`config.mk`:
```
export PLATFORM = sky130hd
export DESIGN_NAME = prio_irq_core
export DESIGN_NICKNAME = d
export VERILOG_FILES = /design/src/rtl/prio_irq_core.sv
export SDC_FILE = /design/constraint.sdc
export NUM_CORES = 1
export LEC_CHECK = 0
export CORE_MARGIN = 2
export CORE_UTILIZATION = 50
export CTS_CLUSTER_SIZE = 28
export DETAILED_ROUTE_END_ITERATION = 16
export PLACE_DENSITY = 0.74
export SETUP_SLACK_MARGIN = 0.15
export SLEW_MARGIN = 20
export SYNTH_ARGS = -nofsm -noshare
export SYNTH_HDL_FRONTEND = slang
export SYNTH_SLANG_ARGS = --single-unit
```
`constraint.sdc`:
```
create_clock -name clk -period 9.9 [get_ports clk]
set_input_delay 2.475 -clock clk [delete_from_list [all_inputs] [get_ports clk]]
set_output_delay 2.475 -clock clk [all_outputs]
set_load 0.1 [all_outputs]
```
`src/rtl/prio_irq_core.sv`:
```
module prio_irq_core #(
  parameter int NUM = 8
) (
  input  logic                     clk,
  input  logic                     rst_n,
  input  logic [NUM-1:0]           req_in,
  input  logic                     level_mode,
  input  logic                     mask_wr,
  input  logic [NUM-1:0]           mask_data,
  input  logic                     special_mask,
  input  logic                     aeoi_en,
  input  logic                     cmd_valid,
  input  logic                     cmd_eoi,
  input  logic                     cmd_specific,
  input  logic                     cmd_rotate,
  input  logic [$clog2(NUM)-1:0]   cmd_level,
  input  logic                     ack,
  input  logic                     ack_first,
  input  logic                     ack_last,
  output logic                     irq,
  output logic [$clog2(NUM)-1:0]   ack_level,
  output logic [NUM-1:0]           irr_q,
  output logic [NUM-1:0]           isr_q,
  output logic [NUM-1:0]           imr_q
);
  localparam int LW = $clog2(NUM);

  logic [NUM-1:0] req_q;
  logic [LW-1:0]  low_q, cur_q;

  // Highest-priority set bit of v under a rotation whose lowest level is lo.
  function automatic logic [LW:0] top_of(input logic [NUM-1:0] v, input logic [LW-1:0] lo);
    logic [LW:0]   r;
    logic [LW-1:0] k;
    r = '0;
    for (int i = NUM - 1; i >= 0; i--) begin
      k = lo + LW'(i + 1);
      if (v[k]) r = {1'b1, k};
    end
    return r;
  endfunction

  // Levels of strictly higher priority than lvl.
  function automatic logic [NUM-1:0] above(input logic [LW-1:0] lvl, input logic [LW-1:0] lo);
    logic [NUM-1:0] m;
    logic           hit;
    logic [LW-1:0]  k;
    m = '0;
    hit = 1'b0;
    for (int i = 0; i < NUM; i++) begin
      k = lo + LW'(i + 1);
      if (k == lvl) hit = 1'b1;
      if (!hit) m[k] = 1'b1;
    end
    return m;
  endfunction

  logic [LW:0]    isr_top, win;
  logic [NUM-1:0] allowed;

  assign isr_top = top_of(isr_q, low_q);
  assign allowed = special_mask ? ~isr_q : (isr_top[LW] ? above(isr_top[LW-1:0], low_q) : '1);
  assign win     = top_of(irr_q & ~imr_q & allowed, low_q);
  assign irq     = win[LW];
  assign ack_level = cur_q;

  logic          take, nseoi, seoi, setp, eoi_hit, aeoi_clr;
  logic [LW-1:0] eoi_lvl, done_lvl;

  assign take     = ack & ack_first & win[LW];
  assign nseoi    = cmd_valid & cmd_eoi & ~cmd_specific;
  assign seoi     = cmd_valid & cmd_eoi & cmd_specific;
  assign setp     = cmd_valid & ~cmd_eoi & cmd_rotate;
  assign eoi_lvl  = cmd_specific ? cmd_level : isr_top[LW-1:0];
  assign eoi_hit  = seoi | (nseoi & isr_top[LW]);
  assign done_lvl = ack_first ? win[LW-1:0] : cur_q;
  assign aeoi_clr = aeoi_en & ack & ack_last & (win[LW] | ~ack_first);

  logic [NUM-1:0] set_v, clr_v, irr_n, isr_n;
  logic [LW-1:0]  low_n;

  always_comb begin
    set_v = take ? (NUM'(1) << win[LW-1:0]) : '0;
    clr_v = (eoi_hit ? (NUM'(1) << eoi_lvl) : '0) | (aeoi_clr ? (NUM'(1) << done_lvl) : '0);
    irr_n = (level_mode ? req_in : (irr_q | (req_in & ~req_q))) & ~set_v;
    isr_n = (isr_q | set_v) & ~clr_v;
    low_n = low_q;
    if (eoi_hit && cmd_rotate) low_n = eoi_lvl;
    else if (setp)             low_n = cmd_level;
  end

  always_ff @(posedge clk) begin
    if (!rst_n) begin
      req_q <= '0;
      irr_q <= '0;
      isr_q <= '0;
      imr_q <= '0;
      low_q <= LW'(NUM - 1);
      cur_q <= '0;
    end else begin
      req_q <= req_in;
      irr_q <= irr_n;
      isr_q <= isr_n;
      low_q <= low_n;
      if (mask_wr) imr_q <= mask_data;
      if (take)    cur_q <= win[LW-1:0];
    end
  end

  assert_irq_has_source_R12: assert property (@(posedge clk) disable iff (!rst_n)
    irq |-> (|(irr_q & ~imr_q)));

  assert_ack_sets_isr_R4: assert property (@(posedge clk) disable iff (!rst_n)
    (ack && ack_first && irq && !aeoi_en && !cmd_valid) |=> isr_q[ack_level] && !irr_q[ack_level]);

  assert_nseoi_clears_one_R5: assert property (@(posedge clk) disable iff (!rst_n)
    (cmd_valid && cmd_eoi && !cmd_specific && (|isr_q) && !ack)
      |=> $countones(isr_q) == $countones($past(isr_q)) - 1);

  assert_specific_clears_R6: assert property (@(posedge clk) disable iff (!rst_n)
    (cmd_valid && cmd_eoi && cmd_specific && !ack) |=> !isr_q[$past(cmd_level)]);

  assert_mask_keeps_irr_R3: assert property (@(posedge clk) disable iff (!rst_n)
    (mask_wr && !ack && !level_mode && !(|(req_in & ~req_q))) |=> irr_q == $past(irr_q));

  assert_aeoi_no_stuck_R10: assert property (@(posedge clk) disable iff (!rst_n)
    (aeoi_en && ack && ack_first && ack_last && !cmd_valid) |=> isr_q == $past(isr_q));
endmodule

```
### Word level (Yosys, flattened, before mapping)

Index checks and enable logic that the tools add are counted.

* bitwise logic cells: 36
* equality and inequality tests: 8
* reductions and logical operators: 10
* magnitude comparators: 16
* shift-type cells: 3
* muxes and demuxes: 90
* add/sub/neg operators: 7

Operators by type and width (number)
* $mux W8: 14
* $or A8 B8 Y8: 10
* $mux W4: 16
* $bmux W1 S3: 16
* $and A8 B8 Y8: 5
* $not A8 Y8: 5
* $lt A3 B4 Y1 const B: 8
* $mux W1: 32
* $demux W1 S3: 8
* $eq A3 B3 Y1: 8
* $ge A3 B1 Y1 const B: 8
* $shl A1 B3 Y8 const A: 3
* $add A3 B3 Y3 const B: 4
* $mux W3: 4
* $and A1 B1 Y1: 11
* $logic_and A1 B1 Y1: 9
* $add A3 B2 Y3 const B: 2
* $add A3 B1 Y3 const B: 1
* $not A1 Y1: 3
* $or A1 B1 Y1: 2
* $reduce_bool A2 Y1: 1

* logic and storage cells: 176
* bits in registers: 38
* output and inout bits: 28

### Depth between registers and ports, before layout

* depth after elaboration: 46
* depth in mapped cells: 28
* depth with buffers taken out: 20

### Least setup slack after synthesis

OpenSTA, ideal clock, no wires.

* path type: reg-to-output
* from: reg low_q[0]
* to: out irq
* cell stages (with the launch flop): 24
* setup slack: 1.153 ns
* arrival time: 6.272 ns
* path buffers: 7
* cells stage by stage: dfxtp_1 > buf_2 > buf_2 > inv_1 > buf_1 > clkbuf_1 > ha_1 > buf_6 > mux2_4 > o22a_1 > a2111o_1 > and4_4 > o22a_1 > or3_1 > buf_6 > a221oi_4 > buf_6 > o221ai_1 > nand2_1 > nand2_1 > or3_4 > a221oi_4 > or2_1 > nand4_1

* cells in the longest elaborated chain, start to end: 40

Ends and longest elaborated chain
* start, declared: line 29 `logic [LW-1:0] low_q, cur_q;`
* start signal, assigned: line 98 `low_q <= LW'(NUM - 1);`
* start signal, assigned: line 104 `low_q <= low_n;`
* $add A3 B3 Y3 or $bmux W1 S3 (tied branches): line 37, 51, 38
* $bmux W1 S3 or $mux W1 (tied branches): line 38 `if (v[k]) r = {1'b1, k};`
* $mux W1 (not written as such) or $mux W4 (tied branches): line 38
* $mux W4 (7 in a row): line 38
* $eq A3 B3 Y1: line 52 `if (k == lvl) hit = 1'b1;`
* $mux W1: line 52
* $mux W8: line 53 `if (!hit) m[k] = 1'b1;`
* $or A8 B8 Y8 (no source line)
* (+11 left out)
* $or A8 B8 Y8 (no source line)
* $mux W8: line 53
* $mux W8 (2 in a row): line 62 `assign allowed = special_mask ? ~isr_q : (isr_top[LW] ? above(isr_top[LW-1:0], low_q) : '1);`
* $and A8 B8 Y8: line 63 `assign win = top_of(irr_q & ~imr_q & allowed, low_q);`
* $bmux W1 S3: line 38
* $mux W1 (not written as such): line 38
* $mux W4 (7 in a row): line 38
* $mux W4 *: line 38
* end, declared: line 20 `output logic irq,`

Every way passes the cells marked *; elsewhere a longest branch is shown, timed or not. The select of a mux whose other input is x is not followed.

### Final worst setup path

* from: reg low_q[1]
* to: out irq

Same word-level chain as after synthesis.

==> key figures <==
Status
  • Outcome: finished, final reports clean

Drt
  • DRC viols: 0
  • Number of DRC markers in iteration 0: 853
  • Pre-antenna DRT Iters: 7
  • Vias: 6578
  • DRT Wirelength: 21.2 mm
  • Routed vias/inst: 7.24
  • DRT antenna net count: 0
  • Wire per inst: 23.3 um

Die
  • Core area: approximately 11000 um^2
  • Die Ht: 109 um
  • Die area: 11900 um^2
  • Io pins: 60
  • Die width: about 110 um
  • Row cnt: 38
  • Initial core utilization: around half

Placement
  • Pre-CTS WS: 1.15 ns
  • Number of port buffers: about 60
  • Hpwl dp: 15.8 mm
  • Cell count after placement: 901
  • RD Place Congestion: about 1
  • Dpl cell area: 6160 um^2

STA
  • Slew margin rel.: 30.9%
  • Final Hold Viols: 0
  • Tightest Pin Transition: 1.04 ns
  • Final TNS setup: 0 ns
  • Clock Skews: roughly 0.0073 ns
  • Final Worst Setup Slack: 0.700 ns
  • Period minus WS final: 9.20 ns
  • Max Freq: 109 MHz
  • RSZ-0062 raised after global routing: no
  • Endpoints failing setup: 0
  • Final worst-path cycle share: 92.9%
  • Count of pins over their slew limit: 0

Logic synthesis
  • Synth unique cells: 104
  • Simple-gate portion of the synthesized area: approximately a quarter
  • Net Count, Synth: about 780
  • Flops & latches, synth: 38
  • Main combinational cell family by area after synthesis: compound AO/OA/AOI/OAI gates
  • Adder-cell area share of the yosys netlist: 1.36%
  • Post-synth ARST share: 0%
  • Yosys Warn Count: 0
  • Seq/Total Area, Yosys: around 14%
  • Syn Inst Count: 743
  • Post-Synth XOR/XNOR Area: 0.771%
  • Top_reg_cell synth: dfxtp_1
  • Mux cell area share after synthesis: a little under a tenth
  • Synthesized cell area: between 5000 and 6000 um^2
  • Post-synth EDFFs: 0
  • Compound-Gate Fraction of Synth Area: 42.9%
  • Syn Area/Cell: 7.43 um^2

Worst setup path
  • R2R cell count: 21
  • Crit Path Category: register to primary output
  • WP data required: around 7.4 ns
  • Worst path arrival time: roughly 6.7 ns
  • Setup crit end kind: primary output
  • Worst Setup Start Kind: register
  • Critical Path Fanout Max: 26
  • Reg2Reg Setup Slack: 1.91 ns

Cells and area
  • Most frequent cells in the layout: nand2_1, clkdlybuf4s50_1, o21ai_0, nor2_1
  • Fraction of layout cells with a size suffix above 1: 10.5%
  • Syn-to-layout area delta: 14.3%
  • Design Area, Final: 6310 um^2
  • Nets: 806
  • Final Non-Filler Cells: 909
  • Fill count: 1009
  • Most common cell after layout, fill and taps aside: nand2_1
  • Antenna diode count: 0

Clocking
  • CTS Buf Count: 5
  • Max clock buf depth: 2
  • CTS Hold Bufs: 0
  • Clk slew on worst S/H paths: 0.08 ns
  • CTS Root Cell: clkbuf_8
  • Clk Latency, worst-skew pair: 0.30 ns
  • CTS tree: yes
  • Total clock sinks: 38
  • Setup bufs post-CTS: 0
  • Post-CTS sizing: 0
  • H-tree depth: 2

Power and ir drop
  • Max rail drop VDD: just over 0.2 mV
  • P per Cell Area: roughly 310 nW/um^2
  • Leak: 2.20 nW
  • Total power: 0.00197 W

GRT
  • GRT Util Overall: between 30% and 40%
  • Global-route wire length before repair: 33.2 mm
  • Vias in the first global route: 6359
  • Initial antenna violation count: 0
  • Grt total ovfl: 0
  • Largest net degree at the start of global routing: 68

Run
  • Max-cap check violation count: 0

Min path
  • WHS Path Cells: 2
  • Worst Hold Class: register to register
## Yosys cell counts, types with 6 or more instances
cell / count / area [um^2]
a31oi_1: 22 / 138
o221ai_1: 7 / 61.3
o31ai_1: 9 / 67.6
o211ai_1: 19 / 143
o22ai_1: 7 / 43.8
o21ai_1: 11 / 55.1
o21ai_0: 46 / 230
nand3_1: 30 / 150
ha_1: 6 / 75.1
buf_2: 16 / 80.1
and3_1: 6 / 37.5
nor3_1: 18 / 90.1
nand2b_1: 13 / 81.3
a211oi_1: 24 / 180
a21o_1: 7 / 52.6
a211o_1: 9 / 78.8
a21oi_1: 37 / 185
a311oi_1: 7 / 61.3
inv_1: 27 / 101
mux4_2: 9 / 203
and2_1: 14 / 87.6
dfxtp_1: 38 / 761
or3_1: 6 / 37.5
a22oi_1: 10 / 75.1
nor2_1: 45 / 169
clkbuf_1: 35 / 131
nand4_1: 11 / 68.8
mux2i_1: 24 / 240
nand2_1: 67 / 251
nor2b_1: 20 / 125
## final cells by class
cell class	instances	area (um^2)	area share, %
Inverter	27	101	1.61
Sequential cell	38	762	12.1
Tap cell	140	175	2.78
Clock inverter	3	68.8	1.09
Clock buffer	5	68.8	1.09
Multi-Input combinational cell	620	4400	69.8
Timing Repair Buffer	76	728	11.5
## per-stage QoR
| step | hold slack (ns) | util, % |
|---|---|---|
| CTS | 0.557 | 58.4 |
| finish | 0.553 | 58.4 |
| global placement | 0.522 | 57.1 |
| detailed placement | 0.532 | 57.1 |
| global route | 0.586 | 58.4 |
| floorplan | 0.580 | - |
## final timing paths
kind	startpoint	end
max	low_q[1]	irq
min reg2reg	imr_q[4]	imr_q[4]
min	imr_q[4]	imr_q[4]
max reg2reg	low_q[1]	isr_q[4]
## sequential cells by signal, summed over array words and instances (netlist names)
register and count:
low_q 3, isr_q 8, irr_q 8, req_q 8
imr_q 8, ack_level 3
## layer usage
metal | wire length, um | global-route usage, %
met5 | 0 | 0
met3 | 2180 | 5.44
met1 | 8380 | 45.8
met4 | 784 | 15.3
met2 | 9840 | 59.7
## critical path, cell delays in order (launching register included)
cell and delay, ns:
dfxtp_1 0.33, inv_1 0.04, buf_4 0.19, ha_1 0.91, mux2_2 0.44, o22a_1 0.24, a2111o_1 0.46, and4_4 0.22
o22a_1 0.24, o21ai_1 0.66, nand3_1 0.40, a211o_2 0.48, nand3_1 0.14, o22ai_1 0.14, or3_4 0.43, a221oi_4 0.37
or2_1 0.20, nand4_1 0.25, buf_12 0.26
## power by group
group          switching [W]  internal (W)
Clock              0.0000583      0.000101
Combinational        0.00109      0.000511
Sequential         0.0000414      0.000172
## logic make-up after synthesis
group	count (synthesis)
AOI/OAI and AO/OA	308
xor gates and xnor gates	4
adders and majority gates	6
buffers and inverters	85
DFF	38
muxes	40
and+or+nand+nor	262
Power figures use the tool's default switching activity.
